### config.mk
export PLATFORM = sky130hd
export DESIGN_NAME = manchester_tx
export DESIGN_NICKNAME = d
export VERILOG_FILES = /design/src/rtl/mtx_pkg.sv /design/src/rtl/mtx_prefetch.sv /design/src/rtl/mtx_halfbit_timer.sv /design/src/rtl/mtx_len_check.sv /design/src/rtl/manchester_tx.sv
export SDC_FILE = /design/constraint.sdc
export NUM_CORES = 1
export LEC_CHECK = 0
export ABC_AREA = 1
export CAP_MARGIN = 10
export CORE_ASPECT_RATIO = 1.25
export CORE_MARGIN = 5
export CORE_UTILIZATION = 50
export DETAILED_ROUTE_END_ITERATION = 8
export PLACE_DENSITY = 0.67
export SYNTH_ARGS = -nofsm -noshare
export SYNTH_HDL_FRONTEND = slang
export SYNTH_SLANG_ARGS = --single-unit
### constraint.sdc
create_clock -name clk -period 5.2 [get_ports clk]
set_clock_uncertainty 0.05 [all_clocks]
set_input_delay 1.3 -clock clk [delete_from_list [all_inputs] [get_ports clk]]
set_output_delay 1.3 -clock clk [all_outputs]
set_load 0.05 [all_outputs]
### src/rtl/mtx_pkg.sv
package mtx_pkg;

  typedef enum logic [1:0] {
    ST_IDLE,
    ST_DATA,
    ST_MARK
  } mtx_state_e;

  // first half of a coded bit is the complement of the bit
  function automatic logic lead_half(input logic b);
    return ~b;
  endfunction

endpackage

### src/rtl/mtx_prefetch.sv
module mtx_prefetch #(
  parameter int W = 8
) (
  input  logic         clk,
  input  logic         rst_n,
  input  logic [W-1:0] in_data,
  input  logic         in_valid,
  input  logic         in_last,
  output logic         in_ready,
  input  logic         take,
  output logic         held,
  output logic [W-1:0] held_data,
  output logic         held_last
);

  always_ff @(posedge clk or negedge rst_n) begin
    if (!rst_n) begin
      held      <= 1'b0;
      held_data <= '0;
      held_last <= 1'b0;
    end else if (in_valid && !held) begin
      held      <= 1'b1;
      held_data <= in_data;
      held_last <= in_last;
    end else if (take) begin
      held <= 1'b0;
    end
  end

  assign in_ready = !held;

endmodule

### src/rtl/mtx_halfbit_timer.sv
module mtx_halfbit_timer #(
  parameter int HALF_CYC = 8
) (
  input  logic clk,
  input  logic rst_n,
  input  logic run,
  output logic half_end
);

  generate
    if (HALF_CYC == 1) begin : g_every_cycle
      assign half_end = run;
    end else begin : g_counter
      localparam int CW = $clog2(HALF_CYC);
      localparam logic [CW-1:0] LAST = CW'(HALF_CYC - 1);
      logic [CW-1:0] cnt;

      always_ff @(posedge clk or negedge rst_n) begin
        if (!rst_n)           cnt <= '0;
        else if (!run)        cnt <= '0;
        else if (cnt == LAST) cnt <= '0;
        else                  cnt <= cnt + 1'b1;
      end

      assign half_end = run && (cnt == LAST);
    end
  endgenerate

endmodule

### src/rtl/mtx_len_check.sv
module mtx_len_check #(
  parameter int MIN_LEN = 72,
  parameter int MAX_LEN = 1530
) (
  input  logic clk,
  input  logic rst_n,
  input  logic first,
  input  logic next,
  output logic bad
);

  localparam int LEN_W = $clog2(MAX_LEN + 2);
  localparam logic [LEN_W-1:0] SAT = LEN_W'(MAX_LEN + 1);

  logic [LEN_W-1:0] cnt;
  logic             short_f;

  always_ff @(posedge clk or negedge rst_n) begin
    if (!rst_n)                   cnt <= '0;
    else if (first)               cnt <= LEN_W'(1);
    else if (next && cnt != SAT)  cnt <= cnt + 1'b1;
  end

  generate
    if (MIN_LEN > 1) begin : g_short
      assign short_f = cnt < LEN_W'(MIN_LEN);
    end else begin : g_no_short
      assign short_f = 1'b0;
    end
  endgenerate

  assign bad = short_f || (cnt > LEN_W'(MAX_LEN));

endmodule

### src/rtl/manchester_tx.sv
module manchester_tx
  import mtx_pkg::*;
#(
  parameter int HALF_CYC    = 8,
  parameter int IDLE_HALVES = 5,
  parameter int MIN_LEN     = 72,
  parameter int MAX_LEN     = 1530
) (
  input  logic       clk,
  input  logic       rst_n,
  input  logic [7:0] s_data,
  input  logic       s_valid,
  input  logic       s_last,
  output logic       s_ready,
  output logic       tx_line,
  output logic       busy,
  output logic       done,
  output logic       len_err,
  output logic       underrun
);

  localparam int MK_W = $clog2(IDLE_HALVES + 1);
  localparam logic [MK_W-1:0] MK_LAST = MK_W'(IDLE_HALVES - 1);

  mtx_state_e st;
  logic [7:0] sh;
  logic       cur_last;
  logic [3:0] hidx;
  logic [MK_W-1:0] mcnt;
  logic       line_q, done_q, len_err_q, und_q;

  logic       held, held_last, take, half_end, len_bad;
  logic [7:0] held_data;
  logic       start, chain, byte_end;

  assign byte_end = (st == ST_DATA) && half_end && (hidx == 4'hF);
  assign start    = (st == ST_IDLE) && held;
  assign chain    = byte_end && !cur_last && held;
  assign take     = start || chain;

  mtx_prefetch #(.W(8)) u_hold (
    .clk(clk), .rst_n(rst_n),
    .in_data(s_data), .in_valid(s_valid), .in_last(s_last), .in_ready(s_ready),
    .take(take), .held(held), .held_data(held_data), .held_last(held_last)
  );

  mtx_halfbit_timer #(.HALF_CYC(HALF_CYC)) u_timer (
    .clk(clk), .rst_n(rst_n), .run(st != ST_IDLE), .half_end(half_end)
  );

  mtx_len_check #(.MIN_LEN(MIN_LEN), .MAX_LEN(MAX_LEN)) u_len (
    .clk(clk), .rst_n(rst_n), .first(start), .next(chain), .bad(len_bad)
  );

  always_ff @(posedge clk or negedge rst_n) begin
    if (!rst_n) begin
      st        <= ST_IDLE;
      sh        <= '0;
      cur_last  <= 1'b0;
      hidx      <= '0;
      mcnt      <= '0;
      line_q    <= 1'b0;
      done_q    <= 1'b0;
      len_err_q <= 1'b0;
      und_q     <= 1'b0;
    end else begin
      done_q <= 1'b0;
      unique case (st)
        ST_IDLE: begin
          if (held) begin
            st        <= ST_DATA;
            sh        <= held_data;
            cur_last  <= held_last;
            hidx      <= '0;
            line_q    <= lead_half(held_data[0]);
            len_err_q <= 1'b0;
            und_q     <= 1'b0;
          end
        end
        ST_DATA: begin
          if (half_end) begin
            if (hidx != 4'hF) begin
              hidx <= hidx + 1'b1;
              if (!hidx[0]) begin
                line_q <= sh[0];
              end else begin
                sh     <= {1'b0, sh[7:1]};
                line_q <= lead_half(sh[1]);
              end
            end else if (cur_last) begin
              st        <= ST_MARK;
              mcnt      <= '0;
              line_q    <= 1'b1;
              len_err_q <= len_bad;
            end else if (held) begin
              sh       <= held_data;
              cur_last <= held_last;
              hidx     <= '0;
              line_q   <= lead_half(held_data[0]);
            end else begin
              st     <= ST_MARK;
              mcnt   <= '0;
              line_q <= 1'b1;
              und_q  <= 1'b1;
            end
          end
        end
        ST_MARK: begin
          if (half_end) begin
            if (mcnt == MK_LAST) begin
              st     <= ST_IDLE;
              line_q <= 1'b0;
              done_q <= 1'b1;
            end else begin
              mcnt <= mcnt + 1'b1;
            end
          end
        end
        default: st <= ST_IDLE;
      endcase
    end
  end

  assign tx_line  = line_q;
  assign busy     = (st != ST_IDLE);
  assign done     = done_q;
  assign len_err  = len_err_q;
  assign underrun = und_q;

endmodule

---- After elaboration in Yosys (flattened, before gate mapping) ----
Index checks and enable logic that the tools add are counted.
W data, S select, Z words.
operators by class
  eq/ne operators ......................... 19
  magnitude comparators ................... 2
  add/subtract/negate cells ............... 4
  bitwise gates (word level) .............. 2
  reduce and logical (&&, ||, !) cells .... 27
  multiplexer cells ....................... 60
operators by type and width
  kind                     number
  $mux W8                  5
  $mux W1                  26
  $mux W3                  8
  $mux W11                 2
  $reduce_and A6 Y1        3
  $mux W4                  4
  $ne A2 B2 Y1 const B     8
  $pmux W8 S2              1
  $mux W2                  7
  $add A11 B1 Y11 const B  1
  $gt A11 B11 Y1 const B   1
  $lt A11 B7 Y1 const B    1
  $ne A11 B11 Y1 const B   1
  $reduce_and A5 Y1        2
  $reduce_bool A2 Y1       5
  $logic_and A1 B1 Y1      8
  $pmux W4 S2              1
  $reduce_and A4 Y1        2
  $add A3 B1 Y3 const B    2
  $eq A3 B3 Y1 const B     2
  $ne A3 B3 Y1 const B     2
  $pmux W1 S2              3
  $pmux W2 S3              1
  $pmux W3 S2              1
  14 further kinds         17
storage, ports and cells
  input port bits ......................... 12
  word-level logic and storage cells ...... 128
  output and inout port bits .............. 6
  register bits after elaboration ......... 46

---- Logic depth before layout (Yosys ltp) ----
  word-level depth ........................ 9
  mapped depth ............................ 13
  mapped depth without buffers ............ 12

---- Cells and area by module ----
Synthesis repeated with hierarchy kept, for this count alone.
unflattened totals
  cell total of the unflattened synthesis .. 398
  area total of the unflattened synthesis .. 2877.8 um2
modules (own cells, without submodules)
  module             sequential area each (um2)  area an instance (um2)  times used  cells an instance
  manchester_tx      550.5                       1535.2                  1           222
  mtx_len_check      275.3                       803.3                   1           120
  mtx_prefetch       250.2                       405.4                   1           42
  mtx_halfbit_timer  75.1                        133.9                   1           14

---- Worst setup path after synthesis ----
Ideal clock, no wire load.
  path type ............................... reg2out
  start ................................... register st[0]
  end ..................................... output busy
  arrival time ............................ 0.891 ns
  data required time ...................... 3.850 ns
  path slack .............................. 2.959 ns
  buffers on the path ..................... 1
  stages on the path, launching flop included .. 5
  cells stage by stage .................... dfrtp_1 -> inv_1 -> ha_1 -> buf_6 -> inv_6
on the way
  word-level cells in the longest chain between the ends .. 1
ends and longest elaborated chain
  element                 line                  source
  from (decl)             manchester_tx.sv:25   mtx_state_e st;
  from (signal assigned)  manchester_tx.sv:57   st <= ST_IDLE;
  from (signal assigned)  manchester_tx.sv:71   st <= ST_DATA;
  from (signal assigned)  manchester_tx.sv:91   st <= ST_MARK;
  $reduce_bool A2 Y1      manchester_tx.sv:125  assign busy = (st != ST_IDLE);
  to (decl)               manchester_tx.sv:16   output logic busy,
Every way passes these cells.

---- Worst setup path in the final report ----
Same ends and word-level chain as after synthesis.

==> results.json <==
{
  "cts_hold_buf": 0,
  "timing.final.ws_setup_ps": 1810,
  "fp.dieW_um": 75.9,
  "worst_setup_path_start_kind": "flip-flop",
  "synth_top_family_by_area": "simple AND/OR/NAND/NOR gates",
  "avgSynthCellArea_um2": 8.08,
  "crit_type": "reg -> out",
  "power.total_uw": 682,
  "wl_per_cell_um": 12.8,
  "intPower_uw": 511,
  "core_um2": 5370,
  "slew_violations": 0,
  "fin_hold_ws_ps": 398,
  "dr.pass1.iters": 4,
  "synth_top_area_share_pct": 42.4,
  "setup_viol": 0,
  "netSwitchingFraction_pct": 25.1,
  "cp_data_required_time_ps": 3850,
  "grt.total_usage_pct": 16.7,
  "antenna_left": 0,
  "muxShareOfSynthArea_pct": 3.73,
  "cp_max_fo": 7,
  "die_area_um2": 7020,
  "max_freq_mhz": 295,
  "rsz0062_at_grt": "no",
  "clkPwrFrac_pct": 33.2,
  "overflow": 0,
  "synth.yosys.seq_area_share_pct": 42.4,
  "relSlewSlack_pct": 32.1,
  "design_area_um2": 3020,
  "synth_edf_count": 0,
  "ys_ff_latch": 46,
  "finalHoldViolations": 0,
  "synthCells": 336,
  "setup_tns_ps": 0,
  "synth_xor_area_share_pct": 1.29,
  "yosysTopAreaCell": "dfrtp_1",
  "numPortBuffers": 17,
  "drt_iter0_markers": 156,
  "place_congestion": 0.855,
  "via_per_inst": 5.17,
  "rows": 30,
  "cts_buffers": 5,
  "io_pins": 18,
  "dpl.hpwl_um": 4040,
  "synth_compound_area_share_pct": 6.49,
  "layout_commonest_cell": "nand2_1",
  "nNetsFinal": 379,
  "tritoncts": "yes",
  "p_leak_nw": 1.53,
  "ys_top_cells_by_area": "dfrtp_1, nand2_1, ha_1, inv_1, nand3_1",
  "worst_setup_path_end_kind": "primary output",
  "htreeDepth": 2,
  "first_global_vias": 2182,
  "cts.path.max_buffers": 2,
  "comb_power_share_pct": 8.1,
  "async_flop_share_pct": 100,
  "cts_setup_buffers": 0,
  "finalCriticalPeriod_ps": 3390,
  "ir_drop_uv": 135,
  "outcome": "complete, no violations",
  "diodes": 0,
  "clkTransAtPathRegs_ps": 90,
  "drive_gt1_share_pct": 12.9,
  "die_h_um": 92.4,
  "power_density_nw_per_um2": 226,
  "post-place-ws_ps": 2130,
  "power.switching_uw": 171,
  "cts-resized-gates": 0,
  "seqPwrFrac_pct": 58.6,
  "hold_class": "reg -> reg",
  "area_growth_pct": 11.1,
  "grt_max_degree": 47,
  "synth_area_um2": 2720,
  "drc": 0,
  "start_util_pct": 50.6,
  "synth_fa_ha_area_share_pct": 5.53,
  "tightest_slew_ps": 1020,
  "maxCapViolCount": 0,
  "vias": 2170,
  "crit_arrival_ps": 2040,
  "synth_cell_type_count": 35,
  "cts_root_buf": "clkbuf_8",
  "grt_pass1_wl_um": 9640,
  "period_share_pct": 65.3,
  "finalWirelength_um": 5380,
  "layout_common_cells": "nand2_1, dfrtp_1, inv_1",
  "syn_nets": 360,
  "dpl_cell_area_um2": 2920,
  "cts_sinks": 46,
  "clkLatencyLatePin_ps": 300,
  "yosys.area_share.simple_pct": 33.0,
  "antenna_found_initial": 0,
  "yosys_warnings": 0,
  "synth_ff_type": "dfrtp_1"
}
==> flip-flops by register name (all words and copies together) (netlist names), 2 cells and up <==
signal                 cells
hidx                       4
mcnt                       3
sh                         8
st                         2
u_hold.held_data           8
u_len.cnt                 11
u_timer.g_counter.cnt      3
==> power by group through the flow <==
stage / Sequential (mW) / Clock, mW / Combinational [mW]
2_1_floorplan: 0.400 / 0 / 0.0363
3_3_place_gp: 0.406 / 0 / 0.0540
3_5_place_dp: 0.407 / 0 / 0.0570
4_1_cts: 0.400 / 0.235 / 0.0572
5_1_grt: 0.403 / 0.253 / 0.0629
6_report: 0.400 / 0.227 / 0.0554
==> kinds of logic (layout without fill, tap and decap cells) <==
group                    after synthesis  in the layout
XOR/XNOR                               4              4
flip-flops                            46             46
adder cells (fa/ha/maj)               12             12
AND/OR/NAND/NOR                      187            187
multiplexers                           9              9
buffers and inverters                 48             68
AO/OA/AOI/OAI                         30             30
==> synth_stat cells, types with 2 or more instances <==
| cell | instances |
|---|---|
| inv_1 | 37 |
| and2_1 | 4 |
| xor2_1 | 4 |
| buf_6 | 2 |
| inv_2 | 4 |
| buf_2 | 3 |
| dfrtp_1 | 46 |
| nand4_1 | 9 |
| or2_2 | 3 |
| o21ai_0 | 12 |
| nor2_1 | 21 |
| nand3_1 | 21 |
| o211ai_1 | 3 |
| o21a_1 | 2 |
| o21ai_1 | 4 |
| nand2_2 | 5 |
| nor2_2 | 3 |
| o31ai_1 | 2 |
| ha_1 | 12 |
| o22ai_1 | 5 |
| nand2_4 | 5 |
| nand3_2 | 2 |
| nand2_1 | 107 |
| mux2_2 | 9 |
==> metal layers <==
layer | track usage [%] | share of wire (%) | vias to the layer above
met5 | 0 | 0 | -
met4 | 6.97 | 1.6 | 0
met3 | 3.70 | 3.4 | 6
met2 | 29.3 | 51 | 39
met1 | 19.4 | 44 | 1013
li1 | - | - | 1112
==> worst paths after layout <==
kind	startpoint	to	slack [ps]	depth (start not counted)
setup / recovery	st[0]$_DFFE_PN0P_	busy	1810	4
hold / removal	u_timer.g_counter.cnt[0]$_DFF_PN0_	u_timer.g_counter.cnt[0]$_DFF_PN0_	400	1
setup reg to reg	st[1]$_DFFE_PN0P_	sh[6]$_DFFE_PN0P_	3060	10
hold reg to reg	u_timer.g_counter.cnt[0]$_DFF_PN0_	u_timer.g_counter.cnt[0]$_DFF_PN0_	400	1
max in group asynchronous	rst_n	u_hold.held_data[5]$_DFFE_PN0P_	3350	1
min in group asynchronous	rst_n	mcnt[2]$_DFFE_PN0P_	1120	1
==> area by class of cell <==
class | instances | area (um2)
timing repair buffer | 17 | 165
clock inverter | 3 | 23.8
multi-input combinational | 242 | 1360
sequential | 46 | 1150
tap | 64 | 80.1
clock buffer | 5 | 68.8
inverter | 43 | 169
fill | 516 | 2350
==> through the flow <==
step                utilization (%)  cells
floorplan                         -    336
global placement               54.5    412
detailed placement             54.5    412
CTS                            56.2    420
global route                   56.2    420
finish                         56.2    420
==> critical path, cell delays in order (launching register included) <==
cell,delay [ps]
dfrtp_1,400
inv_1,90
ha_1,330
inv_6,110
clkdlybuf4s50_1,800
Power figures use the tool's default switching activity.
